===== config.mk =====
export PLATFORM = sky130hd
export DESIGN_NAME = clut_host_port
export DESIGN_NICKNAME = d
export VERILOG_FILES = /design/src/rtl/clut_pkg.sv /design/src/rtl/clut_decode.sv /design/src/rtl/clut_seq.sv /design/src/rtl/clut_store.sv /design/src/rtl/clut_host_port.sv
export SDC_FILE = /design/constraint.sdc
export NUM_CORES = 1
export LEC_CHECK = 0
export ABC_AREA = 1
export BUFFER_PORTS_ARGS = -buffer_cell sky130_fd_sc_hd__buf_2
export CAP_MARGIN = 5
export CORE_UTILIZATION = 40
export DETAILED_ROUTE_END_ITERATION = 8
export PLACE_DENSITY = 0.63
export SLEW_MARGIN = 20
export SYNTH_ARGS = -nofsm -noshare
export SYNTH_HDL_FRONTEND = slang
export SYNTH_SLANG_ARGS = --single-unit

===== constraint.sdc =====
create_clock -name clk -period 8.15 [get_ports clk]
set_clock_uncertainty 0.15 [all_clocks]
set_input_delay 0.815 -clock clk [delete_from_list [all_inputs] [get_ports clk]]
set_output_delay 0.815 -clock clk [all_outputs]
set_load 0.005 [all_outputs]

===== src/rtl/clut_pkg.sv =====
package clut_pkg;

    typedef struct packed {
        logic [7:0] r;
        logic [7:0] g;
        logic [7:0] b;
    } rgb_t;

    typedef enum logic [3:0] {
        SEL_WIDX  = 4'd0,
        SEL_DATA  = 4'd1,
        SEL_PMASK = 4'd2,
        SEL_RIDX  = 4'd3,
        SEL_OWIDX = 4'd4,
        SEL_ODATA = 4'd5,
        SEL_ORIDX = 4'd7
    } sel_e;

    typedef struct packed {
        logic widx_ld;
        logic ridx_ld;
        logic data_wr;
        logic data_rd;
        logic ovl;
        logic pmask_wr;
    } act_t;

    localparam logic [1:0] POS_RED  = 2'd0;
    localparam logic [1:0] POS_BLUE = 2'd2;

    function automatic logic [7:0] pick_comp(rgb_t e, logic [1:0] pos, logic wide);
        logic [7:0] c;
        case (pos)
            2'd0:    c = e.r;
            2'd1:    c = e.g;
            default: c = e.b;
        endcase
        return wide ? c : {2'b00, c[5:0]};
    endfunction

endpackage


===== src/rtl/clut_decode.sv =====
module clut_decode
    import clut_pkg::*;
(
    input  logic [3:0] code,
    input  logic       wr_stb,
    input  logic       rd_stb,
    output act_t       act
);
    logic rd_go;
    assign rd_go = rd_stb & ~wr_stb;

    always_comb begin
        act = '0;
        case (code)
            SEL_WIDX, SEL_OWIDX: act.widx_ld = wr_stb;
            SEL_RIDX, SEL_ORIDX: act.ridx_ld = wr_stb;
            SEL_PMASK:           act.pmask_wr = wr_stb;
            SEL_DATA: begin
                act.data_wr = wr_stb;
                act.data_rd = rd_go;
            end
            SEL_ODATA: begin
                act.data_wr = wr_stb;
                act.data_rd = rd_go;
                act.ovl     = 1'b1;
            end
            default: act = '0;
        endcase
    end
endmodule


===== src/rtl/clut_seq.sv =====
module clut_seq
    import clut_pkg::*;
#(
    parameter int IDX_W = 4
) (
    input  logic             clk,
    input  logic             rst,
    input  act_t             act,
    input  logic [7:0]       wr_data,
    output logic [IDX_W-1:0] widx_q,
    output logic [IDX_W-1:0] ridx_q,
    output logic [1:0]       pos_q,
    output rgb_t             wr_rgb,
    output logic             commit
);
    logic [7:0] red_h, grn_h;
    logic       last;

    assign last   = (pos_q == POS_BLUE);
    assign commit = act.data_wr & last;
    assign wr_rgb = '{r: red_h, g: grn_h, b: wr_data};

    always_ff @(posedge clk) begin
        if (rst) begin
            widx_q <= '0;
            ridx_q <= '0;
            pos_q  <= POS_RED;
            red_h  <= '0;
            grn_h  <= '0;
        end else if (act.widx_ld) begin
            widx_q <= wr_data[IDX_W-1:0];
            pos_q  <= POS_RED;
        end else if (act.ridx_ld) begin
            ridx_q <= wr_data[IDX_W-1:0];
            pos_q  <= POS_RED;
        end else if (act.data_wr) begin
            if (pos_q == 2'd0) red_h <= wr_data;
            if (pos_q == 2'd1) grn_h <= wr_data;
            if (last) begin
                widx_q <= widx_q + IDX_W'(1);
                pos_q  <= POS_RED;
            end else begin
                pos_q  <= pos_q + 2'd1;
            end
        end else if (act.data_rd) begin
            if (last) begin
                ridx_q <= ridx_q + IDX_W'(1);
                pos_q  <= POS_RED;
            end else begin
                pos_q  <= pos_q + 2'd1;
            end
        end
    end
endmodule


===== src/rtl/clut_store.sv =====
module clut_store
    import clut_pkg::*;
#(
    parameter int IDX_W = 4,
    parameter int OVL_W = 2
) (
    input  logic             clk,
    input  logic             rst,
    input  logic             commit,
    input  logic             is_ovl,
    input  logic             ovs_en,
    input  logic [IDX_W-1:0] widx,
    input  logic [IDX_W-1:0] ridx,
    input  rgb_t             wr_rgb,
    output rgb_t             main_rd,
    output rgb_t             ovl_rd,
    output rgb_t             ovs_q
);
    localparam int MAIN_DEPTH = 1 << IDX_W;
    localparam int OVL_DEPTH  = 1 << OVL_W;

    rgb_t main_q [MAIN_DEPTH];
    rgb_t ovl_q  [OVL_DEPTH];

    always_ff @(posedge clk) begin
        if (rst) begin
            for (int e = 0; e < MAIN_DEPTH; e++) main_q[e] <= '0;
        end else if (commit && !is_ovl) begin
            main_q[widx] <= wr_rgb;
        end
    end

    always_ff @(posedge clk) begin
        if (rst) begin
            for (int e = 0; e < OVL_DEPTH; e++) ovl_q[e] <= '0;
            ovs_q <= '0;
        end else if (commit && is_ovl) begin
            ovl_q[widx[OVL_W-1:0]] <= wr_rgb;
            if (ovs_en && widx[OVL_W-1:0] == '0) ovs_q <= wr_rgb;
        end
    end

    assign main_rd = main_q[ridx];
    assign ovl_rd  = ovl_q[ridx[OVL_W-1:0]];
endmodule


===== src/rtl/clut_host_port.sv =====
module clut_host_port
    import clut_pkg::*;
#(
    parameter int IDX_W = 4,
    parameter int OVL_W = 2
) (
    input  logic        clk,
    input  logic        rst,
    input  logic [1:0]  addr_lo,
    input  logic        sel_b2,
    input  logic        sel_b3,
    input  logic        wr_stb,
    input  logic        rd_stb,
    input  logic [7:0]  wr_data,
    input  logic        mode8,
    input  logic        ovs_en,
    output logic [7:0]  rd_data,
    output logic [23:0] ovs_color
);
    logic [3:0]       code;
    act_t             act;
    logic [IDX_W-1:0] widx_q, ridx_q;
    logic [1:0]       pos_q;
    rgb_t             wr_rgb, main_rd, ovl_rd, ovs_q;
    logic             commit;
    logic [7:0]       pmask_q, rd_next, rd_q;

    assign code = {sel_b3, sel_b2, addr_lo};

    clut_decode u_dec (.code(code), .wr_stb(wr_stb), .rd_stb(rd_stb), .act(act));

    clut_seq #(.IDX_W(IDX_W)) u_seq (
        .clk(clk), .rst(rst), .act(act), .wr_data(wr_data),
        .widx_q(widx_q), .ridx_q(ridx_q), .pos_q(pos_q),
        .wr_rgb(wr_rgb), .commit(commit)
    );

    clut_store #(.IDX_W(IDX_W), .OVL_W(OVL_W)) u_store (
        .clk(clk), .rst(rst), .commit(commit), .is_ovl(act.ovl),
        .ovs_en(ovs_en), .widx(widx_q), .ridx(ridx_q), .wr_rgb(wr_rgb),
        .main_rd(main_rd), .ovl_rd(ovl_rd), .ovs_q(ovs_q)
    );

    always_comb begin
        case (code)
            SEL_WIDX, SEL_OWIDX: rd_next = 8'(widx_q);
            SEL_RIDX, SEL_ORIDX: rd_next = 8'(ridx_q);
            SEL_PMASK:           rd_next = pmask_q;
            SEL_DATA:            rd_next = pick_comp(main_rd, pos_q, mode8);
            SEL_ODATA:           rd_next = pick_comp(ovl_rd, pos_q, mode8);
            default:             rd_next = 8'hFF;
        endcase
    end

    always_ff @(posedge clk) begin
        if (rst) begin
            pmask_q <= 8'hFF;
            rd_q    <= '0;
        end else begin
            if (act.pmask_wr) pmask_q <= wr_data;
            if (rd_stb && !wr_stb) rd_q <= rd_next;
        end
    end

    assign rd_data   = rd_q;
    assign ovs_color = ovs_q;
endmodule


=== Yosys cells after proc, flatten, opt, wreduce, memory -nomap -nowiden ===
Memory sizes are Yosys's and may differ from the RTL's. A register that Yosys moved wholly into a read port is not among the register bits.
Index checks and enable logic that the tools add are counted.

* Register bits after elaboration: 66
* Memory bits (writable): 480
* Output and inout port bits: 32
* Logic and storage cells: 94
* Memories kept: 2

* Add/sub/neg operators: 3
* Equal/unequal tests: 10
* Multiplexer cells: 39
* Bitwise gates (word level): 5
* Reduce and logical (&&, ||, !) cells: 25

{| class="wikitable"
|+ Memory list
! name !! words !! bits a word !! rd ports !! clocked after memory_dff !! wr ports !! RTL line !! RTL
|-
| u_store.main_q || 16 || 24 || 1 || 1 || 16 || clut_store.sv:22 || <nowiki>rgb_t main_q [MAIN_DEPTH];</nowiki>
|-
| u_store.ovl_q || 4 || 24 || 1 || 1 || 4 || clut_store.sv:23 || <nowiki>rgb_t ovl_q [OVL_DEPTH];</nowiki>
|}

{| class="wikitable"
|+ Operator list
! operator !! count
|-
| $mux W24 || 2
|-
| $reduce_or A24 Y1 || 2
|-
| $mux W4 || 11
|-
| $pmux W8 S5 || 1
|-
| $pmux W8 S2 || 2
|-
| $mux W8 || 2
|-
| $mux W1 || 14
|-
| $mux W2 || 7
|-
| $eq A4 B3 Y1 const B || 3
|-
| $reduce_and A4 Y1 || 3
|-
| $reduce_bool A2 Y1 || 5
|-
| $add A4 B1 Y4 const B || 2
|-
| $eq A4 B2 Y1 const B || 2
|-
| $reduce_or A2 Y1 || 3
|-
| $eq A4 B1 Y1 const B || 1
|-
| $logic_and A1 B1 Y1 || 4
|-
| $logic_not A2 Y1 || 2
|-
| $logic_not A4 Y1 || 1
|-
| $not A1 Y1 || 3
|-
| $reduce_and A3 Y1 || 1
|-
| $reduce_or A3 Y1 || 1
|-
| $add A2 B1 Y2 const B || 1
|-
| $and A1 B1 Y1 || 2
|-
| $eq A2 B1 Y1 const B || 1
|-
| other kinds (5) || 6
|}

=== Logic depth before layout (Yosys ltp) ===
Gate-level depths: netlist of the first run.

* Depth after elaboration: 10
* Mapped depth: 13
* Mapped depth without buffers: 11

=== Cells and area by module ===
A second synthesis of the first run with hierarchy kept.

* Cell total of the unflattened synthesis: 2951
* Area total of the unflattened synthesis: 25937.4 um^2

{| class="wikitable"
|+ Modules (own cells, without submodules)
! module !! instances !! cells an instance !! area each (um^2) !! sequential area each (um^2)
|-
| clut_store || 1 || 2538 || 23318.6 || 14894.3
|-
| clut_host_port || 1 || 229 || 1328.8 || 320.3
|-
| clut_seq || 1 || 168 || 1221.2 || 520.5
|-
| clut_decode || 1 || 16 || 68.8 || 0.0
|}

=== Least setup slack after synthesis of the first run ===
No wires, ideal clock.

* Kind: input-to-reg
* From: input port addr_lo[1]
* To: memory u_store.ovl_q[3][0] (netlist name) (enable)
* Data arrival time: 3.238 ns
* Required time: 7.558 ns
* Setup slack: 4.320 ns
* Stages on the path: 7
* Buffers on the path: 0
* Cell sequence: inv_1 nand2_2 nor2_2 nand2_2 nor2_4 nand2_2 o31ai_1

{| class="wikitable"
|+ RTL lines
! item !! RTL line !! RTL
|-
| start, declared || clut_host_port.sv:9 || <nowiki>input logic [1:0] addr_lo,</nowiki>
|-
| end, declared || clut_store.sv:23 ||
|}

==> results of run 1 <==
## routing by layer
layer	GRT usage (%)	up-vias	wire, um
met2	36.9	1074	34100
li1	-	8242	-
met5	0	-	0
met4	8.68	0	2730
met1	32.8	8883	30500
met3	4.57	148	7980
## sequential cells by signal, summed over array words and instances (netlist names), named ones only
| name | flops |
|---|---|
| u_store.ovl_q | 96 |
| u_store.ovs_q | 24 |
| u_seq.pos_q | 2 |
| u_seq.grn_h | 8 |
| rd_data | 8 |
| pmask_q | 8 |
| u_seq.ridx_q | 4 |
| u_seq.red_h | 8 |
| u_seq.widx_q | 4 |
| u_store.main_q | 384 |
## layout by cell type, fill, tap and decap left out, types with 2 or more instances in the layout
cell / Yosys / routed
clkbuf_16: 0 / 54
nor3_1: 28 / 28
a21oi_1: 84 / 84
edfxtp_1: 480 / 480
nand4_1: 11 / 11
and2_0: 4 / 4
clkinvlp_4: 0 / 2
inv_2: 3 / 4
dfxtp_4: 0 / 2
o31ai_1: 6 / 5
nand2_2: 3 / 4
inv_16: 0 / 2
clkinv_2: 0 / 14
inv_1: 94 / 90
buf_4: 2 / 41
clkinv_1: 1 / 8
a221oi_1: 5 / 5
buf_2: 73 / 49
clkbuf_1: 96 / 6
o211ai_1: 81 / 81
dfxtp_1: 70 / 67
nand2_4: 16 / 16
o21ai_0: 198 / 197
clkbuf_8: 0 / 7
ha_1: 5 / 5
nor2_4: 5 / 5
nand3_1: 168 / 168
or2_2: 11 / 11
nor2_1: 642 / 640
nand2_1: 313 / 312
a31oi_1: 6 / 6
o221ai_1: 8 / 8
nor2_2: 1 / 3
bufinv_16: 0 / 9
## how the worst min path moves through the flow
stage / end / cells after the start / slack (ps) / startpoint
after floorplan: pmask_q[4]$_SDFFE_PP1P_ / 2 / 300 / pmask_q[4]$_SDFFE_PP1P_
after global placement: pmask_q[6]$_SDFFE_PP1P_ / 2 / 310 / pmask_q[6]$_SDFFE_PP1P_
after detailed placement: pmask_q[0]$_SDFFE_PP1P_ / 2 / 320 / pmask_q[0]$_SDFFE_PP1P_
after CTS: u_seq.widx_q[2]$_SDFFE_PP0P_ / 2 / 260 / rst
after global routing: u_seq.widx_q[2]$_SDFFE_PP0P_ / 2 / 290 / rst
final: u_seq.widx_q[2]$_SDFFE_PP0P_ / 2 / 290 / rst
## per-stage QoR
step,util [%],instances,hold WS [ps]
final,44.7,3223,286
after global routing,44.7,3223,293
after CTS,44.6,3223,259
after detailed placement,41.5,3122,316
after global placement,41.5,3122,307
after floorplan,-,2455,296
## cell families after synthesis
logic type | Yosys count
AND/OR/NAND/NOR | 1204
flip-flops | 550
AO/OA/AOI/OAI | 391
buffers and inverters | 303
adder cells (fa/ha/maj) | 5
XOR/XNOR | 2
## power breakdown
group / total, mW / switching, mW / internal (mW)
Sequential: 3.17 / 0.0341 / 3.14
Combinational: 0.350 / 0.277 / 0.0732
Clock: 2.69 / 1.11 / 1.57
## layout make-up
| cell class | count | share of cell area (%) |
|---|---|---|
| Sequential cell | 550 | 58.6 |
| Multi-Input combinational cell | 1602 | 27.3 |
| Clock buffer | 67 | 5.44 |
| Tap cell | 782 | 3.62 |
| Timing Repair Buffer | 90 | 2.05 |
| Clock inverter | 34 | 1.62 |
| Inverter | 98 | 1.39 |
==> impl_metrics.json, run 1 <==
{
  "status": "completed",
  "synth_mux_area_share_pct": 0,
  "die_w_um": 250,
  "cp_max_fo": 49,
  "postRouteAntennaNets": 0,
  "timing.critical_path.buf_inv": 4,
  "path_common_cell": "nand2_1",
  "rows": 90,
  "dpl.hpwl_mm": 46.4,
  "syn_area_mm2": 0.0246,
  "clock_latency_ps": 630,
  "r2r_start": "u_seq.pos_q[1]$_SDFFE_PP0P_",
  "seq_area_frac_synth_pct": 64.4,
  "die_h_um": 250,
  "synth_simple_gate_area_share_pct": 20.4,
  "fillerInstances": 5514,
  "yosys-top-cells-area": "edfxtp_1, nor2_1, dfxtp_1",
  "antenna_cells": 0,
  "h-tree-depth": 2,
  "multi_input_area_mm2": 0.00737,
  "critPathLaunch": "u_seq.pos_q[1]$_SDFFE_PP0P_",
  "slew_violations": 0,
  "synth_cells": 2455,
  "total_power_mw": 6.21,
  "syn-num-nets": 2478,
  "postCtsSetupBuffers": 0,
  "io_pins": 50,
  "rsz0062_at_grt": "no",
  "maxClockFrequency_mhz": 231,
  "grt.overflow.total": 0,
  "coreArea_mm2": 0.0605,
  "synth-xor-area-share_pct": 0.0713,
  "synth_compound_gate_area_share_pct": 9.12,
  "power_density_mw_per_mm2": 230,
  "pre_cts_slack_ps": 3700,
  "fin_crit_sh_pct": 53.2,
  "grt_pass1_vias": 17048,
  "worstSetupStartpointType": "flip-flop",
  "ctsResizeCount": 0,
  "worst_pin_slew_ps": 1130,
  "vdd_drop_max_v": 0.000165,
  "r2r_cells": 11,
  "crit_path_max_incr_delay_ps": 990,
  "clock_sink_count": 550,
  "hold_buffers": 0,
  "grt_max_degree": 139,
  "nNetsFinal": 2419,
  "wire_per_inst_um": 23.3,
  "ys_dominant_reg_cell": "edfxtp_1",
  "hold_class": "primary input to flip-flop",
  "start_util_pct": 40.6,
  "viasPerCell": 5.69,
  "crit_chain": "inv_2 -> nor2_1 -> inv_1 -> nor2_4 -> nand2_2 -> inv_2 -> nand2_1 -> buf_4 -> nor2_1 -> nand2_1 -> nand2_1",
  "drt_wl_total_mm": 75.2,
  "syn_area_per_cell_um2": 10.0,
  "ys_warn_count": 0,
  "grt_antenna_before_repair": 0,
  "route.detailed.drc": 0,
  "cap_violations": 0,
  "place_congestion": 0.942,
  "cts_tree": "yes",
  "synth_fa_ha_area_share_pct": 0.255,
  "leakage_nw": 9.94,
  "relSlewSlack_pct": 24.1,
  "end_kind": "flip-flop",
  "cts.clk_slew.worst_paths_ps": 60,
  "synth-edff-count": 480,
  "clockBufferDepth": 3,
  "seq_area_mm2": 0.0158,
  "first_pass_iters": 6,
  "cts_buffers": 54,
  "grt_pass1_wl_mm": 110,
  "setup_viol": 0,
  "ys_ff_latch": 550,
  "synth_top_family_by_area": "simple AND/OR/NAND/NOR gates",
  "grt_usage_pct": 23.7,
  "cts-root-buf": "clkbuf_16",
  "critical-path-top-delay-family": "simple AND/OR/NAND/NOR gates",
  "drtIter0Drc": 2268,
  "yosys.area.top_type_share_pct": 58.7,
  "die_area_mm2": 0.0624,
  "placed_area_mm2": 0.0251,
  "synthTopCellsByCount": "nor2_1, edfxtp_1, nand2_1",
  "stdcell_area_mm2": 0.0270,
  "area_growth_pct": 9.89,
  "period_needed_ps": 4330,
  "vias": 18347,
  "worstPathArrival_ps": 4420,
  "async_flop_share_pct": 0,
  "required_ps": 8240,
  "drive_gt1_share_pct": 9.46,
  "slowest_stage": "nand2_1",
  "yosysMostFrequentCell": "nor2_1",
  "io_buffers": 49,
  "ys_types": 36,
  "rr_endpoint": "u_store.ovl_q[0][9]$_SDFFCE_PN0P_",
  "hold_violations": 0,
  "crit_end": "u_store.ovl_q[0][9]$_SDFFCE_PN0P_",
  "path_depth": 11,
  "rrSetupSlack_ps": 3820,
  "setup_slack_ps": 3820,
  "critPathKind": "flip-flop to flip-flop",
  "fin_setup_tns_ps": 0,
  "yosys.area.top_type": "edfxtp_1"
}
(Power assumes the default switching activity.)
==> inputs of run 2 (changes only) <==
Settings changed: ABC_AREA 1 to 0.
Clock period 8.15 ns to 4.34 ns, I/O delays scaled along.
==> run 2 against run 1 <==
Compared with the run above: power is 79% higher; utilization is 0.23 points higher; global-route usage is 2.2 points lower; routed wire length is 9.5% lower; cell count is 19% lower.
==> impl_metrics.json, run 2 <==
{
  "status": "completed",
  "dpl.hpwl_mm": 40.6,
  "synth_cells": 1727,
  "cp_max_fo": 39,
  "grt_pass1_vias": 14413,
  "placed_area_mm2": 0.0260,
  "place_congestion": 0.846,
  "power_density_mw_per_mm2": 400,
  "clockBufferDepth": 3,
  "cts.clk_slew.worst_paths_ps": 60,
  "hold_violations": 0,
  "required_ps": 4710,
  "io_buffers": 49,
  "clock_sink_count": 550,
  "holdPathStages": 4,
  "ys_dominant_reg_cell": "edfxtp_1",
  "route.detailed.drc": 0,
  "leakage_nw": 9.93,
  "die_h_um": 252,
  "reg.largest.list": "u_store.main_q (384), u_store.ovl_q (96), u_store.ovs_q (24)",
  "hold_class": "primary input to flip-flop",
  "worst_pin_slew_ps": 1230,
  "synth_fa_ha_area_share_pct": 0.250,
  "antenna_cells": 0,
  "critPathKind": "flip-flop to flip-flop",
  "grt_antenna_before_repair": 0,
  "pre_cts_slack_ps": 1110,
  "busiest_layer": "met2",
  "cts-root-buf": "clkbuf_16",
  "syn_area_per_cell_um2": 14.5,
  "rsz0062_at_grt": "no",
  "crit_chain": "buf_4 -> mux4_1 -> mux4_2 -> nand2b_1 -> nand4_1 -> o21ai_1",
  "regMostFlops": "u_store.main_q",
  "ys_warn_count": 0,
  "ys_types": 64,
  "multi_input_area_mm2": 0.00850,
  "cts_buffers": 55,
  "stdcell_area_mm2": 0.0277,
  "die_w_um": 252,
  "ctsResizeCount": 0,
  "clock_latency_ps": 630,
  "r2r_cells": 6,
  "crit_path_max_incr_delay_ps": 840,
  "drtIter0Drc": 1282,
  "hold_buffers": 0,
  "async_flop_share_pct": 0,
  "grt_pass1_wl_mm": 99.5,
  "wire_per_inst_um": 26.1,
  "setup_viol": 0,
  "final_cell_mix": "and2_1, edfxtp_1, mux4_2, nand2_1, dfxtp_1",
  "synthTopCellsByCount": "and2_1, edfxtp_1, clkbuf_1",
  "drt_wl_total_mm": 68.1,
  "hold_slack_ps": 132,
  "grt_usage_pct": 21.5,
  "cts_tree": "yes",
  "timing.critical_path.buf_inv": 1,
  "seq_area_mm2": 0.0158,
  "maxClockFrequency_mhz": 326,
  "synth-xor-area-share_pct": 0.210,
  "h-tree-depth": 2,
  "relSlewSlack_pct": 17.8,
  "postRouteAntennaNets": 0,
  "die_area_mm2": 0.0635,
  "synth_simple_gate_area_share_pct": 17.3,
  "grt.overflow.total": 0,
  "coreArea_mm2": 0.0617,
  "total_power_mw": 11.1,
  "use_met2_pct": 34.9,
  "ys_ff_latch": 550,
  "viasPerCell": 5.54,
  "worstSetupStartpointType": "flip-flop",
  "path_depth": 6,
  "yosys.area.top_type_share_pct": 57.7,
  "drive_gt1_share_pct": 18.7,
  "critical-path-top-delay-family": "multiplexers",
  "syn-num-nets": 1750,
  "final_common_cell": "and2_1",
  "yosys-top-cells-area": "edfxtp_1, and2_1, mux4_2",
  "grtUsageMet1_pct": 29.9,
  "end_kind": "flip-flop",
  "nNetsFinal": 1747,
  "setup_slack_ps": 1270,
  "period_needed_ps": 3070,
  "largest_register_ffs": 384,
  "fillerInstances": 5475,
  "slew_violations": 0,
  "worstPathArrival_ps": 3440,
  "yosys.area.top_type": "edfxtp_1",
  "synth-edff-count": 480,
  "slowest_stage": "dfxtp_4",
  "grt_max_degree": 49,
  "fin_setup_tns_ps": 0,
  "fin_crit_sh_pct": 70.7,
  "area_growth_pct": 10.9,
  "grt.met3_usage_pct": 3.32,
  "vdd_drop_max_v": 0.000277,
  "synth_compound_gate_area_share_pct": 2.40,
  "vias": 14441,
  "yosysMostFrequentCell": "and2_1",
  "postCtsSetupBuffers": 0,
  "start_util_pct": 40.5,
  "io_pins": 50,
  "seq_area_frac_synth_pct": 63.3,
  "synth_top_family_by_area": "simple AND/OR/NAND/NOR gates",
  "cap_violations": 0,
  "first_pass_iters": 5,
  "syn_area_mm2": 0.0250,
  "synth_mux_area_share_pct": 13.8,
  "rows": 91
}
## run 2: cell count changes after synthesis, moves of 107 or more
cell / previous run / this run
o21ai_0: 198 / 6
mux4_2: 0 / 107
nand2_1: 313 / 95
nor2_1: 642 / 57
and2_1: 0 / 486
nand3_1: 168 / 16
## run 2: path summary, 6_finish.rpt
kind | start | end | slack (ps)
min reg2reg | u_store.ovs_q[0]$_SDFFE_PP0P_ | u_store.ovs_q[0]$_SDFFE_PP0P_ | 300
min | wr_stb | u_seq.pos_q[1]$_SDFFE_PP0P_ | 130
max reg2reg | flip-flop | rd_data[6]$_SDFFE_PP0P_ | 1270
max | flip-flop | rd_data[6]$_SDFFE_PP0P_ | 1270
## run 2: worst reg2reg max path: stages, from the launching register on
cell      delay (ps)
dfxtp_4          840
buf_4            590
mux4_1           450
mux4_2           470
nand2b_1         180
nand4_1          200
o21ai_1           90
## run 2: cell families (layout without fill, tap and decap cells)
logic type / Yosys count / after routing
and+or+nand+nor: 738 / 738
DFF: 550 / 550
muxes: 183 / 183
buffers and inverters: 158 / 201
AOI/OAI and AO/OA: 87 / 87
xor gates and xnor gates: 6 / 6
adders and majority gates: 5 / 5
## run 2: cell type report
cell class,count,area share [%]
Clock inverter,28,0.718
Inverter,4,0.0542
Multi-Input combinational cell,1019,30.7
Tap cell,837,3.78
Sequential cell,550,57.1
Timing Repair Buffer,94,2.21
Clock buffer,75,5.40
## run 2: per-layer routing
metal	vias up	share of wire (%)
met5	-	0
met4	0	2.9
met3	95	6.6
met2	537	48
met1	7538	43
li1	6271	-
## run 2: power by group
| group | switching, mW | internal [mW] |
|---|---|---|
| combinational | 0.337 | 0.187 |
| clock | 2.05 | 2.54 |
| sequential | 0.0923 | 5.89 |
## run 2: through the flow
step,utilization [%],std cells
6_report,44.9,2607
5_1_grt,44.9,2607
4_1_cts,44.9,2606
3_5_place_dp,42.1,2503
3_3_place_gp,42.1,2503
2_1_floorplan,-,1727
